<file path="src/rtl/uart_rx_pkg.sv">
package uart_rx_pkg;

   typedef enum logic [2:0] {
      ST_IDLE,
      ST_START,
      ST_DATA,
      ST_PAR,
      ST_STOP
   } rx_state_e;

   // two-of-three vote used for noise rejection
   function automatic logic vote3(input logic a, input logic b, input logic c);
      return (a & b) | (a & c) | (b & c);
   endfunction

endpackage

</file>
<file path="src/rtl/uart_rx_sync.sv">
module uart_rx_sync #(
   parameter int STAGES = 2
) (
   input  logic clk,
   input  logic rst_n,
   input  logic d_i,
   output logic q_o
);

   initial begin : p_param_chk
      assert (STAGES >= 2) else $error("uart_rx_sync: STAGES must be at least 2");
   end

   logic [STAGES-1:0] chain_q;

   always_ff @(posedge clk or negedge rst_n) begin
      if (!rst_n) begin
         chain_q <= '1;
      end else begin
         chain_q <= {chain_q[STAGES-2:0], d_i};
      end
   end

   assign q_o = chain_q[STAGES-1];

endmodule

</file>
<file path="src/rtl/uart_rx_frame.sv">
module uart_rx_frame
   import uart_rx_pkg::*;
#(
   parameter int DATA_W   = 8,
   parameter int OSR_NORM = 16,
   parameter int MAJORITY = 1
) (
   input  logic              clk,
   input  logic              rst_n,
   input  logic              en_i,
   input  logic              tick_i,
   input  logic              rxd_s_i,
   input  logic              par_en_i,
   input  logic              par_odd_i,
   input  logic              dbl_i,
   output logic              done_o,
   output logic [DATA_W-1:0] data_o,
   output logic              ferr_o,
   output logic              perr_o
);

   localparam int CW = $clog2(OSR_NORM);
   localparam int BW = (DATA_W > 1) ? $clog2(DATA_W) : 1;
   localparam logic [CW-1:0] TOP_N = CW'(OSR_NORM - 1);
   localparam logic [CW-1:0] TOP_D = CW'(OSR_NORM / 2 - 1);
   localparam logic [CW-1:0] MID_N = CW'(OSR_NORM / 2);
   localparam logic [CW-1:0] MID_D = CW'(OSR_NORM / 4);
   localparam logic [BW-1:0] LAST  = BW'(DATA_W - 1);

   initial begin : p_param_chk
      assert (OSR_NORM >= 8 && (OSR_NORM % 4) == 0)
         else $error("uart_rx_frame: OSR_NORM must be a multiple of 4, at least 8");
      assert (DATA_W >= 2) else $error("uart_rx_frame: DATA_W too small");
   end

   rx_state_e         state_q;
   logic [CW-1:0]     cnt_q;
   logic [BW-1:0]     bidx_q;
   logic              s_a_q, s_b_q;
   logic [DATA_W-1:0] shreg_q;
   logic              pbit_q;
   logic              par_en_q, par_odd_q, dbl_q;
   logic              ferr_q, perr_q, done_q;

   logic [CW-1:0] mid, top, mid_m1, mid_p1;
   logic          vote;

   always_comb begin
      mid    = dbl_q ? MID_D : MID_N;
      top    = dbl_q ? TOP_D : TOP_N;
      mid_m1 = mid - 1'b1;
      mid_p1 = mid + 1'b1;
   end

   generate
      if (MAJORITY != 0) begin : g_vote3
         assign vote = vote3(s_a_q, s_b_q, rxd_s_i);
      end else begin : g_single
         logic unused_a;
         assign unused_a = s_a_q;
         assign vote     = s_b_q;
      end
   endgenerate

   always_ff @(posedge clk or negedge rst_n) begin
      if (!rst_n) begin
         state_q   <= ST_IDLE;
         cnt_q     <= '0;
         bidx_q    <= '0;
         s_a_q     <= 1'b1;
         s_b_q     <= 1'b1;
         shreg_q   <= '0;
         pbit_q    <= 1'b0;
         par_en_q  <= 1'b0;
         par_odd_q <= 1'b0;
         dbl_q     <= 1'b0;
         ferr_q    <= 1'b0;
         perr_q    <= 1'b0;
         done_q    <= 1'b0;
      end else if (!en_i) begin
         state_q <= ST_IDLE;
         cnt_q   <= '0;
         done_q  <= 1'b0;
      end else begin
         done_q <= 1'b0;
         if (tick_i) begin
            if (state_q == ST_IDLE) begin
               cnt_q <= '0;
               if (!rxd_s_i) begin
                  state_q   <= ST_START;
                  cnt_q     <= CW'(1);
                  par_en_q  <= par_en_i;
                  par_odd_q <= par_odd_i;
                  dbl_q     <= dbl_i;
               end
            end else begin
               cnt_q <= (cnt_q == top) ? '0 : cnt_q + 1'b1;
               if (cnt_q == mid_m1) s_a_q <= rxd_s_i;
               if (cnt_q == mid)    s_b_q <= rxd_s_i;
               if (cnt_q == mid_p1) begin
                  case (state_q)
                     ST_START: if (vote) begin
                        state_q <= ST_IDLE;
                        cnt_q   <= '0;
                     end
                     ST_DATA:  shreg_q <= {vote, shreg_q[DATA_W-1:1]};
                     ST_PAR:   pbit_q  <= vote;
                     ST_STOP: begin
                        done_q  <= 1'b1;
                        ferr_q  <= ~vote;
                        perr_q  <= par_en_q & ((^shreg_q) ^ pbit_q ^ par_odd_q);
                        state_q <= ST_IDLE;
                        cnt_q   <= '0;
                     end
                     default: ;
                  endcase
               end
               if (cnt_q == top) begin
                  case (state_q)
                     ST_START: begin
                        state_q <= ST_DATA;
                        bidx_q  <= '0;
                     end
                     ST_DATA: begin
                        if (bidx_q == LAST) state_q <= par_en_q ? ST_PAR : ST_STOP;
                        else                bidx_q  <= bidx_q + 1'b1;
                     end
                     ST_PAR:  state_q <= ST_STOP;
                     default: ;
                  endcase
               end
            end
         end
      end
   end

   assign done_o = done_q;
   assign data_o = shreg_q;
   assign ferr_o = ferr_q;
   assign perr_o = perr_q;

endmodule

</file>
<file path="src/rtl/uart_rx_fifo.sv">
module uart_rx_fifo #(
   parameter int WIDTH = 10,
   parameter int DEPTH = 2
) (
   input  logic             clk,
   input  logic             rst_n,
   input  logic             flush_i,
   input  logic             push_i,
   input  logic [WIDTH-1:0] din_i,
   input  logic             pop_i,
   output logic [WIDTH-1:0] head_o,
   output logic             valid_o,
   output logic             ovr_o
);

   localparam int AW  = (DEPTH > 1) ? $clog2(DEPTH) : 1;
   localparam int NW  = $clog2(DEPTH + 1);
   localparam logic [AW-1:0] PLAST = AW'(DEPTH - 1);
   localparam logic [NW-1:0] NFULL = NW'(DEPTH);

   initial begin : p_param_chk
      assert (DEPTH >= 1 && DEPTH <= 64) else $error("uart_rx_fifo: DEPTH out of range");
   end

   logic [WIDTH-1:0] mem_q [DEPTH];
   logic [AW-1:0]    wp_q, rp_q;
   logic [NW-1:0]    num_q;
   logic             ovr_q;
   logic             full, empty, do_pop, do_push;

   function automatic logic [AW-1:0] nxt(input logic [AW-1:0] p);
      return (p == PLAST) ? '0 : p + 1'b1;
   endfunction

   assign full    = (num_q == NFULL);
   assign empty   = (num_q == '0);
   assign do_pop  = pop_i & ~empty;
   assign do_push = push_i & (~full | do_pop);

   always_ff @(posedge clk) begin
      if (do_push && !flush_i) mem_q[wp_q] <= din_i;
   end

   always_ff @(posedge clk or negedge rst_n) begin
      if (!rst_n) begin
         wp_q  <= '0;
         rp_q  <= '0;
         num_q <= '0;
         ovr_q <= 1'b0;
      end else if (flush_i) begin
         wp_q  <= '0;
         rp_q  <= '0;
         num_q <= '0;
         ovr_q <= 1'b0;
      end else begin
         if (do_push) wp_q <= nxt(wp_q);
         if (do_pop)  rp_q <= nxt(rp_q);
         case ({do_push, do_pop})
            2'b10:   num_q <= num_q + 1'b1;
            2'b01:   num_q <= num_q - 1'b1;
            default: ;
         endcase
         if (do_pop)               ovr_q <= 1'b0;
         else if (push_i && full)  ovr_q <= 1'b1;
      end
   end

   assign head_o  = mem_q[rp_q];
   assign valid_o = ~empty;
   assign ovr_o   = ovr_q;

endmodule

</file>
<file path="src/rtl/uart_rx_flagbuf.sv">
module uart_rx_flagbuf #(
   parameter int DATA_W      = 8,
   parameter int OSR_NORM    = 16,
   parameter int BUF_DEPTH   = 2,
   parameter int SYNC_STAGES = 2,
   parameter int MAJORITY    = 1
) (
   input  logic              clk,
   input  logic              rst_n,
   input  logic              rxd_i,
   input  logic              os_tick_i,
   input  logic              rx_en_i,
   input  logic [1:0]        par_mode_i,
   input  logic              dbl_spd_i,
   input  logic              pop_i,
   output logic              stat_valid_o,
   output logic              stat_frame_o,
   output logic              stat_par_o,
   output logic              stat_ovr_o,
   output logic [DATA_W-1:0] data_o
);

   localparam int EW = DATA_W + 2;

   logic              rxd_s;
   logic              frm_done, frm_ferr, frm_perr;
   logic [DATA_W-1:0] frm_data;
   logic [EW-1:0]     head;
   logic              buf_valid;

   uart_rx_sync #(.STAGES(SYNC_STAGES)) i_sync (
      .clk   (clk),
      .rst_n (rst_n),
      .d_i   (rxd_i),
      .q_o   (rxd_s)
   );

   uart_rx_frame #(
      .DATA_W   (DATA_W),
      .OSR_NORM (OSR_NORM),
      .MAJORITY (MAJORITY)
   ) i_frame (
      .clk       (clk),
      .rst_n     (rst_n),
      .en_i      (rx_en_i),
      .tick_i    (os_tick_i),
      .rxd_s_i   (rxd_s),
      .par_en_i  (par_mode_i[1]),
      .par_odd_i (par_mode_i[0]),
      .dbl_i     (dbl_spd_i),
      .done_o    (frm_done),
      .data_o    (frm_data),
      .ferr_o    (frm_ferr),
      .perr_o    (frm_perr)
   );

   uart_rx_fifo #(.WIDTH(EW), .DEPTH(BUF_DEPTH)) i_fifo (
      .clk     (clk),
      .rst_n   (rst_n),
      .flush_i (~rx_en_i),
      .push_i  (frm_done),
      .din_i   ({frm_ferr, frm_perr, frm_data}),
      .pop_i   (pop_i),
      .head_o  (head),
      .valid_o (buf_valid),
      .ovr_o   (stat_ovr_o)
   );

   assign stat_valid_o = buf_valid;
   assign stat_frame_o = buf_valid & head[EW-1];
   assign stat_par_o   = buf_valid & head[EW-2];
   assign data_o       = buf_valid ? head[DATA_W-1:0] : '0;

endmodule

</file>
<file path="config.mk">
export PLATFORM = sky130hd
export DESIGN_NAME = uart_rx_flagbuf
export DESIGN_NICKNAME = d
export VERILOG_FILES = /design/src/rtl/uart_rx_pkg.sv /design/src/rtl/uart_rx_sync.sv /design/src/rtl/uart_rx_frame.sv /design/src/rtl/uart_rx_fifo.sv /design/src/rtl/uart_rx_flagbuf.sv
export SDC_FILE = /design/constraint.sdc
export NUM_CORES = 1
export LEC_CHECK = 0
export BUFFER_PORTS_ARGS = -buffer_cell sky130_fd_sc_hd__buf_2
export CAP_MARGIN = 10
export CORE_ASPECT_RATIO = 0.8
export CORE_MARGIN = 3
export CORE_UTILIZATION = 35
export CTS_CLUSTER_DIAMETER = 30
export CTS_CLUSTER_SIZE = 28
export DETAILED_ROUTE_END_ITERATION = 8
export GPL_ROUTABILITY_DRIVEN = 0
export HOLD_SLACK_MARGIN = 0.02
export PLACE_DENSITY = 0.57
export SLEW_MARGIN = 40
export SYNTH_ARGS = -nofsm -noshare
export SYNTH_HDL_FRONTEND = slang
export SYNTH_SLANG_ARGS = --single-unit
</file>
<file path="constraint.sdc">
create_clock -name clk -period 4.9 [get_ports clk]
set_clock_uncertainty 0.05 [all_clocks]
set_input_delay 0.49 -clock clk [delete_from_list [all_inputs] [get_ports clk]]
set_output_delay 0.49 -clock clk [all_outputs]
set_load 0.005 [all_outputs]
</file>
==> impl_metrics.py, run 1 <==
metrics = {
    "power": {
        "p_seq_share_pct": 57.9,
        "swShare_pct": 22.6,
        "combPwrFrac_pct": 5.7,
        "finalPower_uw": 847,
        "p_per_area_nw_per_um2": 294,
        "internal_power_uw": 656,
        "power_leakage_uw": 0.00120,
        "max-vdd-ir-drop_uv": 127,
        "switchingPower_uw": 191,
        "pwr-share-clk_pct": 36.4,
    },
    "outcome": {
        "status": "completed",
    },
    "final_layout": {
        "seq_area_um2": 1460,
        "fin_util_pct": 41.0,
        "antenna_cells": 0,
        "final_layout_size_suffix_gt1_share_pct": 22.6,
        "fillers": 668,
        "area_growth_pct": 11.7,
        "nNetsFinal": 248,
        "fin_cells": 322,
        "multiInputGateArea_um2": 1070,
    },
    "global_route": {
        "grt_pass1_wl_um": 7910,
        "grt.total_usage_pct": 12.3,
        "overflow": 0,
        "grt_max_degree": 35,
        "grt_pass1_vias": 1551,
        "antenna_found_initial": 0,
    },
    "critical_path": {
        "crit_arrival_ns": 1.68,
        "cpPeakStageDelay_ns": 0.63,
        "reg2regPathDepth": 6,
        "crit_type": "flip-flop to output pin",
        "cp.required_ns": 4.36,
        "ff2ff_setup_slack_ns": 2.84,
        "worst_r2r_endpoint": "i_frame.data_o[5]",
        "path_max_fanout": 12,
        "crit_chain": "nor2_1 > inv_1 > buf_2",
        "worstSetupStartpointType": "flip-flop",
        "crit_path_end_kind": "output pin",
        "r2r-start": "i_frame.cnt_q[1]",
        "cp_slowest_cell": "nor2_1",
        "cp-startpoint": "i_fifo.num_q[0]",
    },
    "timing": {
        "setup_violations": 0,
        "max_freq_mhz": 450,
        "relSlewSlack_pct": 46.8,
        "min_period_ns": 2.22,
        "fin_setup_tns_ns": 0,
        "rsz0062_at_grt": "false",
        "drv_slew": 0,
        "fin_crit_sh_pct": 45.3,
        "hold_viol_final": 0,
        "tightest_slew_ns": 0.796,
    },
    "drt": {
        "via_count": 1628,
        "drtPass1Iterations": 4,
        "wl_per_cell_um": 14.5,
        "via_per_inst": 5.06,
        "ant_nets": 0,
        "drc": 0,
        "routed_wl_um": 4670,
        "first_iter_violations": 46,
    },
    "clock_tree": {
        "cts_setup_buffers": 0,
        "post_cts_resize_count": 0,
        "clk_pin_slew_worst_paths_ns": 0.10,
        "cts-buffers-inserted": 5,
        "clock_latency_ns": 0.31,
        "ctsHoldBuffers": 0,
        "clk_path_buf_depth": 2,
        "h-tree-depth": 2,
        "root_buffer": "clkbuf_8",
        "clock_sinks": 54,
        "cts_tree": "built",
    },
    "synth": {
        "ys_top_cells_by_area": "dfrtp_1 (29%), edfxtp_1 (23%), mux2_2 (7.0%), mux2i_1 (4.3%), dfstp_2 (4.1%)",
        "yosysTopAreaCell": "dfrtp_1",
        "synth_area_um2": 2580,
        "ys_warn_count": 0,
        "synth_common_cells": "dfrtp_1 (30), edfxtp_1 (20), nor2_1 (20)",
        "ys.flop_type": "dfrtp_1",
        "yosys.cell_types.count": 45,
        "seq_area_frac_synth_pct": 56.5,
        "synth_top_area_share_pct": 29.1,
        "synth_most_common_cell": "dfrtp_1",
        "synth-seq-cells": 54,
        "postSynthAreaPerCell_um2": 12.1,
        "synth_nets": 228,
        "synth_edf_count": 20,
        "syn_inst": 214,
        "synthArstFlopShare_pct": 63.0,
    },
    "die": {
        "rows": 27,
        "chipWidth_um": 102,
        "die-area_um2": 8440,
        "core_um2": 7030,
        "die_height_um": 82.8,
        "io_pins": 21,
        "start_util_pct": 36.7,
    },
    "placement": {
        "io_buffers": 20,
        "dp.cells": 314,
        "dpl.hpwl_um": 3330,
    },
    "worst_hold_path": {
        "min_path_type": "input port to asynchronous set/reset pin",
    },
    "run": {
        "drv_cap": 0,
    },
}
-- sequential cells by signal, summed over array words and instances (netlist names) --
register,cells
i_fifo.num_q,2
i_frame.done_o,1
i_frame.pbit_q,1
i_fifo.rp_q,1
i_frame.perr_o,1
i_frame.data_o,8
i_frame.state_q,3
i_frame.bidx_q,3
i_frame.s_a_q,1
i_frame.dbl_q,1
i_fifo.ovr_o,1
i_frame.par_en_q,1
i_fifo.wp_q,1
i_frame.s_b_q,1
i_frame.ferr_o,1
i_frame.par_odd_q,1
i_sync.chain_q,2
i_frame.cnt_q,4
i_fifo.mem_q,20
-- stage by stage --
step / hold WS, ns / setup slack (ns) / area [um^2]
after floorplan: 0.144 / 2.90 / 2580
after global placement: 0.299 / 2.79 / 2760
after detailed placement: 0.298 / 2.74 / 2760
after CTS: 0.199 / 2.64 / 2880
after global routing: 0.0800 / 2.52 / 2880
final: 0.0598 / 2.68 / 2880
-- area by class of cell --
cell class                      count  area share (%)
Clock buffer                        5            2.39
Sequential cell                    54            50.5
Inverter                            6           0.781
Timing Repair Buffer               21            3.82
Clock inverter                      3            1.65
Tap cell                           87            3.78
Multi-Input combinational cell    146            37.1
-- power by group through the flow --
stage          clock (uW)  combinational, uW  sequential (uW)
6_report              308               48.3              491
3_5_place_dp            0               48.8              500
3_3_place_gp            0               48.5              499
2_1_floorplan           0               40.5              490
4_1_cts               323               49.1              491
5_1_grt               342               55.0              494
-- cell families (layout without fill, tap and decap cells) --
kind of cell             count (synthesis)  after routing  share of synthesized area (%)
adder cells (fa/ha/maj)                  6              6                           2.81
XOR/XNOR                                12             12                           4.61
buffers and inverters                   14             35                           2.13
AO/OA/AOI/OAI                           30             30                           8.29
AND/OR/NAND/NOR                         71             71                           14.5
flip-flops                              54             54                           56.5
multiplexers                            27             27                           11.3
-- critical path, delay by kind of cell (launching register included) --
| kind | cells | cell delay (ns) |
|---|---|---|
| buffers and inverters | 2 | 0.29 |
| flip-flops | 1 | 0.45 |
| AND/OR/NAND/NOR | 1 | 0.63 |
-- routing by layer --
metal  wire, um  part of all wire, %  track usage (%)  vias to the layer above
li1           -                    -                -                      813
met1       2420                   52             18.2                      780
met2       1990                   43             17.6                       30
met3        188                  4.0             2.92                        5
met4         64                  1.4             4.33                        0
met5          0                    0                0                        -
-- how the worst max path moves through the flow --
stage	to	slack, ns	cells past startpoint
4_1_cts	data_o[5]	2.64	3
6_report	stat_valid_o	2.68	3
2_1_floorplan	i_fifo.mem_q[0][0]	2.90	3
5_1_grt	stat_frame_o	2.52	3
3_5_place_dp	i_frame.data_o[5]	2.74	6
3_3_place_gp	i_frame.data_o[1]	2.79	6
-- layout by cell type, fill, tap and decap left out, types with 2 or more instances in the layout --
| cell type | n |
|---|---|
| nand2_1 | 18 |
| nand4_1 | 3 |
| a31oi_1 | 3 |
| edfxtp_1 | 20 |
| nor3_1 | 3 |
| nor4_1 | 2 |
| nor2_1 | 20 |
| a21oi_1 | 5 |
| inv_1 | 6 |
| o21ai_0 | 7 |
| a22o_1 | 4 |
| clkbuf_8 | 5 |
| mux2_2 | 16 |
| inv_6 | 2 |
| dfstp_2 | 4 |
| buf_2 | 19 |
| buf_4 | 2 |
| and4b_1 | 2 |
| nand3_1 | 4 |
| dfrtp_1 | 30 |
| and2_1 | 3 |
| nand2b_1 | 3 |
| nand3b_1 | 2 |
| nor2b_1 | 4 |
| a22oi_1 | 2 |
| ha_1 | 5 |
| mux2i_1 | 11 |
| xnor2_1 | 11 |
(Power assumes the default switching activity.)
==> inputs of run 2 (changes only) <==
==> constraint.sdc (replaced) <==
create_clock -name clk -period 2.2 [get_ports clk]
set_clock_uncertainty 0.05 [all_clocks]
set_input_delay 0.22 -clock clk [delete_from_list [all_inputs] [get_ports clk]]
set_output_delay 0.22 -clock clk [all_outputs]
set_load 0.005 [all_outputs]
==> run 2 against run 1 <==
Combinational power grew to 2.6 times the previous value. Sequential power increased by 120%. Count of clock-buffer cells in the layout is the same. Routed wire length increased by 1.1%. Sequential share of layout area is 0.67 points lower. Die area unchanged. Critical endpoint is now i_frame.data_o[2]. Largest cell class unchanged. Largest power group unchanged. Highest routed layer unchanged.
==> impl_metrics.py, run 2 (synthesis gave the netlist of run 1 again) <==
metrics = {
    "power": {
        "p_seq_share_pct": 60.2,
        "switchingPower_uw": 443,
        "internal_power_uw": 1360,
        "power_leakage_uw": 0.00122,
        "pwr-share-clk_pct": 32.9,
        "p_per_area_nw_per_um2": 617,
        "combPwrFrac_pct": 6.9,
        "swShare_pct": 24.6,
        "max-vdd-ir-drop_uv": 217,
    },
    "critical_path": {
        "reg2regPathDepth": 6,
        "worstSetupStartpointType": "flip-flop",
        "crit_path_end_kind": "flip-flop",
        "crit_arrival_ns": 2.19,
        "crit_type": "flip-flop to flip-flop",
        "path_max_fanout": 8,
        "cp.required_ns": 2.35,
    },
    "clock_tree": {
        "ctsHoldBuffers": 2,
        "clk_pin_slew_worst_paths_ns": 0.11,
        "clock_sinks": 54,
        "clock_latency_ns": 0.32,
        "root_buffer": "clkbuf_8",
        "cts_tree": "built",
        "cts_setup_buffers": 0,
        "post_cts_resize_count": 0,
        "clk_path_buf_depth": 2,
        "h-tree-depth": 2,
        "cts-buffers-inserted": 5,
    },
    "timing": {
        "setup_violations": 0,
        "holdWs_ns": 0.0726,
        "drv_slew": 0,
        "tightest_slew_ns": 0.587,
        "min_period_ns": 2.03,
        "fin_crit_sh_pct": 92.4,
        "relSlewSlack_pct": 60.9,
        "rsz0062_at_grt": "false",
        "hold_viol_final": 0,
        "fin_setup_tns_ns": 0,
        "max_freq_mhz": 492,
    },
    "run": {
        "drv_cap": 0,
    },
    "die": {
        "die-area_um2": 8440,
        "start_util_pct": 36.7,
        "rows": 27,
        "core_um2": 7030,
        "chipWidth_um": 102,
        "die_height_um": 82.8,
        "io_pins": 21,
    },
    "placement": {
        "dpl.hpwl_um": 3280,
        "io_buffers": 20,
        "dp.cells": 319,
    },
    "drt": {
        "wl_per_cell_um": 14.3,
        "via_per_inst": 5.05,
        "first_iter_violations": 41,
        "drc": 0,
        "ant_nets": 0,
        "drtPass1Iterations": 4,
        "via_count": 1661,
        "routed_wl_um": 4720,
    },
    "final_layout": {
        "nNetsFinal": 255,
        "antenna_cells": 0,
        "largest_reg_flops": 20,
        "final_layout_size_suffix_gt1_share_pct": 24.0,
        "most-common-layout-cells": "dfrtp_1 (30), nor2_1 (20), edfxtp_1 (20)",
        "fin_util_pct": 41.6,
        "final_common_cell": "dfrtp_1",
        "top_register": "i_fifo.mem_q",
        "area_growth_pct": 13.2,
        "fin_cells": 329,
    },
    "global_route": {
        "grt_pass1_vias": 1550,
        "antenna_found_initial": 0,
        "grt_max_degree": 35,
        "grt.total_usage_pct": 12.4,
        "overflow": 0,
        "grt_pass1_wl_um": 7910,
    },
    "worst_hold_path": {
        "whs_path_depth": 2,
        "min_path_type": "input port to flip-flop",
    },
    "outcome": {
        "status": "completed",
    },
}
-- run 2: cell types whose count changed in the layout (fill, tap and decap cells not counted) --
cell           delta
buf_4             +5
bufinv_16         -1
clkinv_4          +1
dlygate4sd3_1     +2
inv_6             -1
inv_8             +1
-- run 2: metrics by stage --
stage / setup WS (ns) / power, uW / area, um^2
finish: 0.166 / 1800 / 2920
global route: 0.0300 / 1900 / 2920
CTS: 0.139 / 1830 / 2920
detailed placement: 0.179 / 1230 / 2800
global placement: 0.246 / 1230 / 2800
floorplan: 0.310 / 1180 / 2580
-- run 2: metal layers --
metal  wire, um  part of all wire [%]  global-route usage [%]
met1       2430                    51                    17.9
met2       2080                    44                    17.9
met3        160                   3.4                    3.93
met4         57                   1.2                    3.54
met5          0                     0                       0
-- run 2: cell type report --
class | instances | area (um^2)
fill | 674 | 4110
timing repair buffer | 28 | 168
sequential | 54 | 1460
clock inverter | 3 | 28.8
multi-input combinational | 146 | 1070
tap | 87 | 109
inverter | 6 | 22.5
clock buffer | 5 | 68.8
-- run 2: critical path: stages, from the launching register on --
cell and delay, ns:
dfrtp_1 0.43, inv_1 0.09, ha_1 0.15, and4bb_1 0.24, or2_4 0.16, nor3b_4 0.40, mux2_2 0.39
-- run 2: path summary, 6_finish.rpt --
| check | start | endpoint | slack (ns) |
|---|---|---|---|
| hold reg to reg | i_sync.chain_q[0] | i_sync.chain_q[1] | 0.31 |
| setup / recovery | i_frame.cnt_q[1] | i_frame.data_o[2] | 0.17 |
| setup reg to reg | i_frame.cnt_q[1] | i_frame.data_o[2] | 0.17 |
| hold / removal | pop_i | i_fifo.num_q[1] | 0.07 |
| min in group asynchronous | rst_n | i_frame.data_o[1] | 0.34 |
| max in group asynchronous | rst_n | i_frame.s_a_q | 1.41 |
-- run 2: power groups by stage --
| stage | logic [uW] | clock network (uW) | registers, uW |
|---|---|---|---|
| detailed placement | 123 | 0 | 1110 |
| floorplan | 90.2 | 0 | 1090 |
| global placement | 123 | 0 | 1110 |
| CTS | 127 | 619 | 1090 |
| global route | 140 | 673 | 1090 |
| finish | 125 | 593 | 1090 |
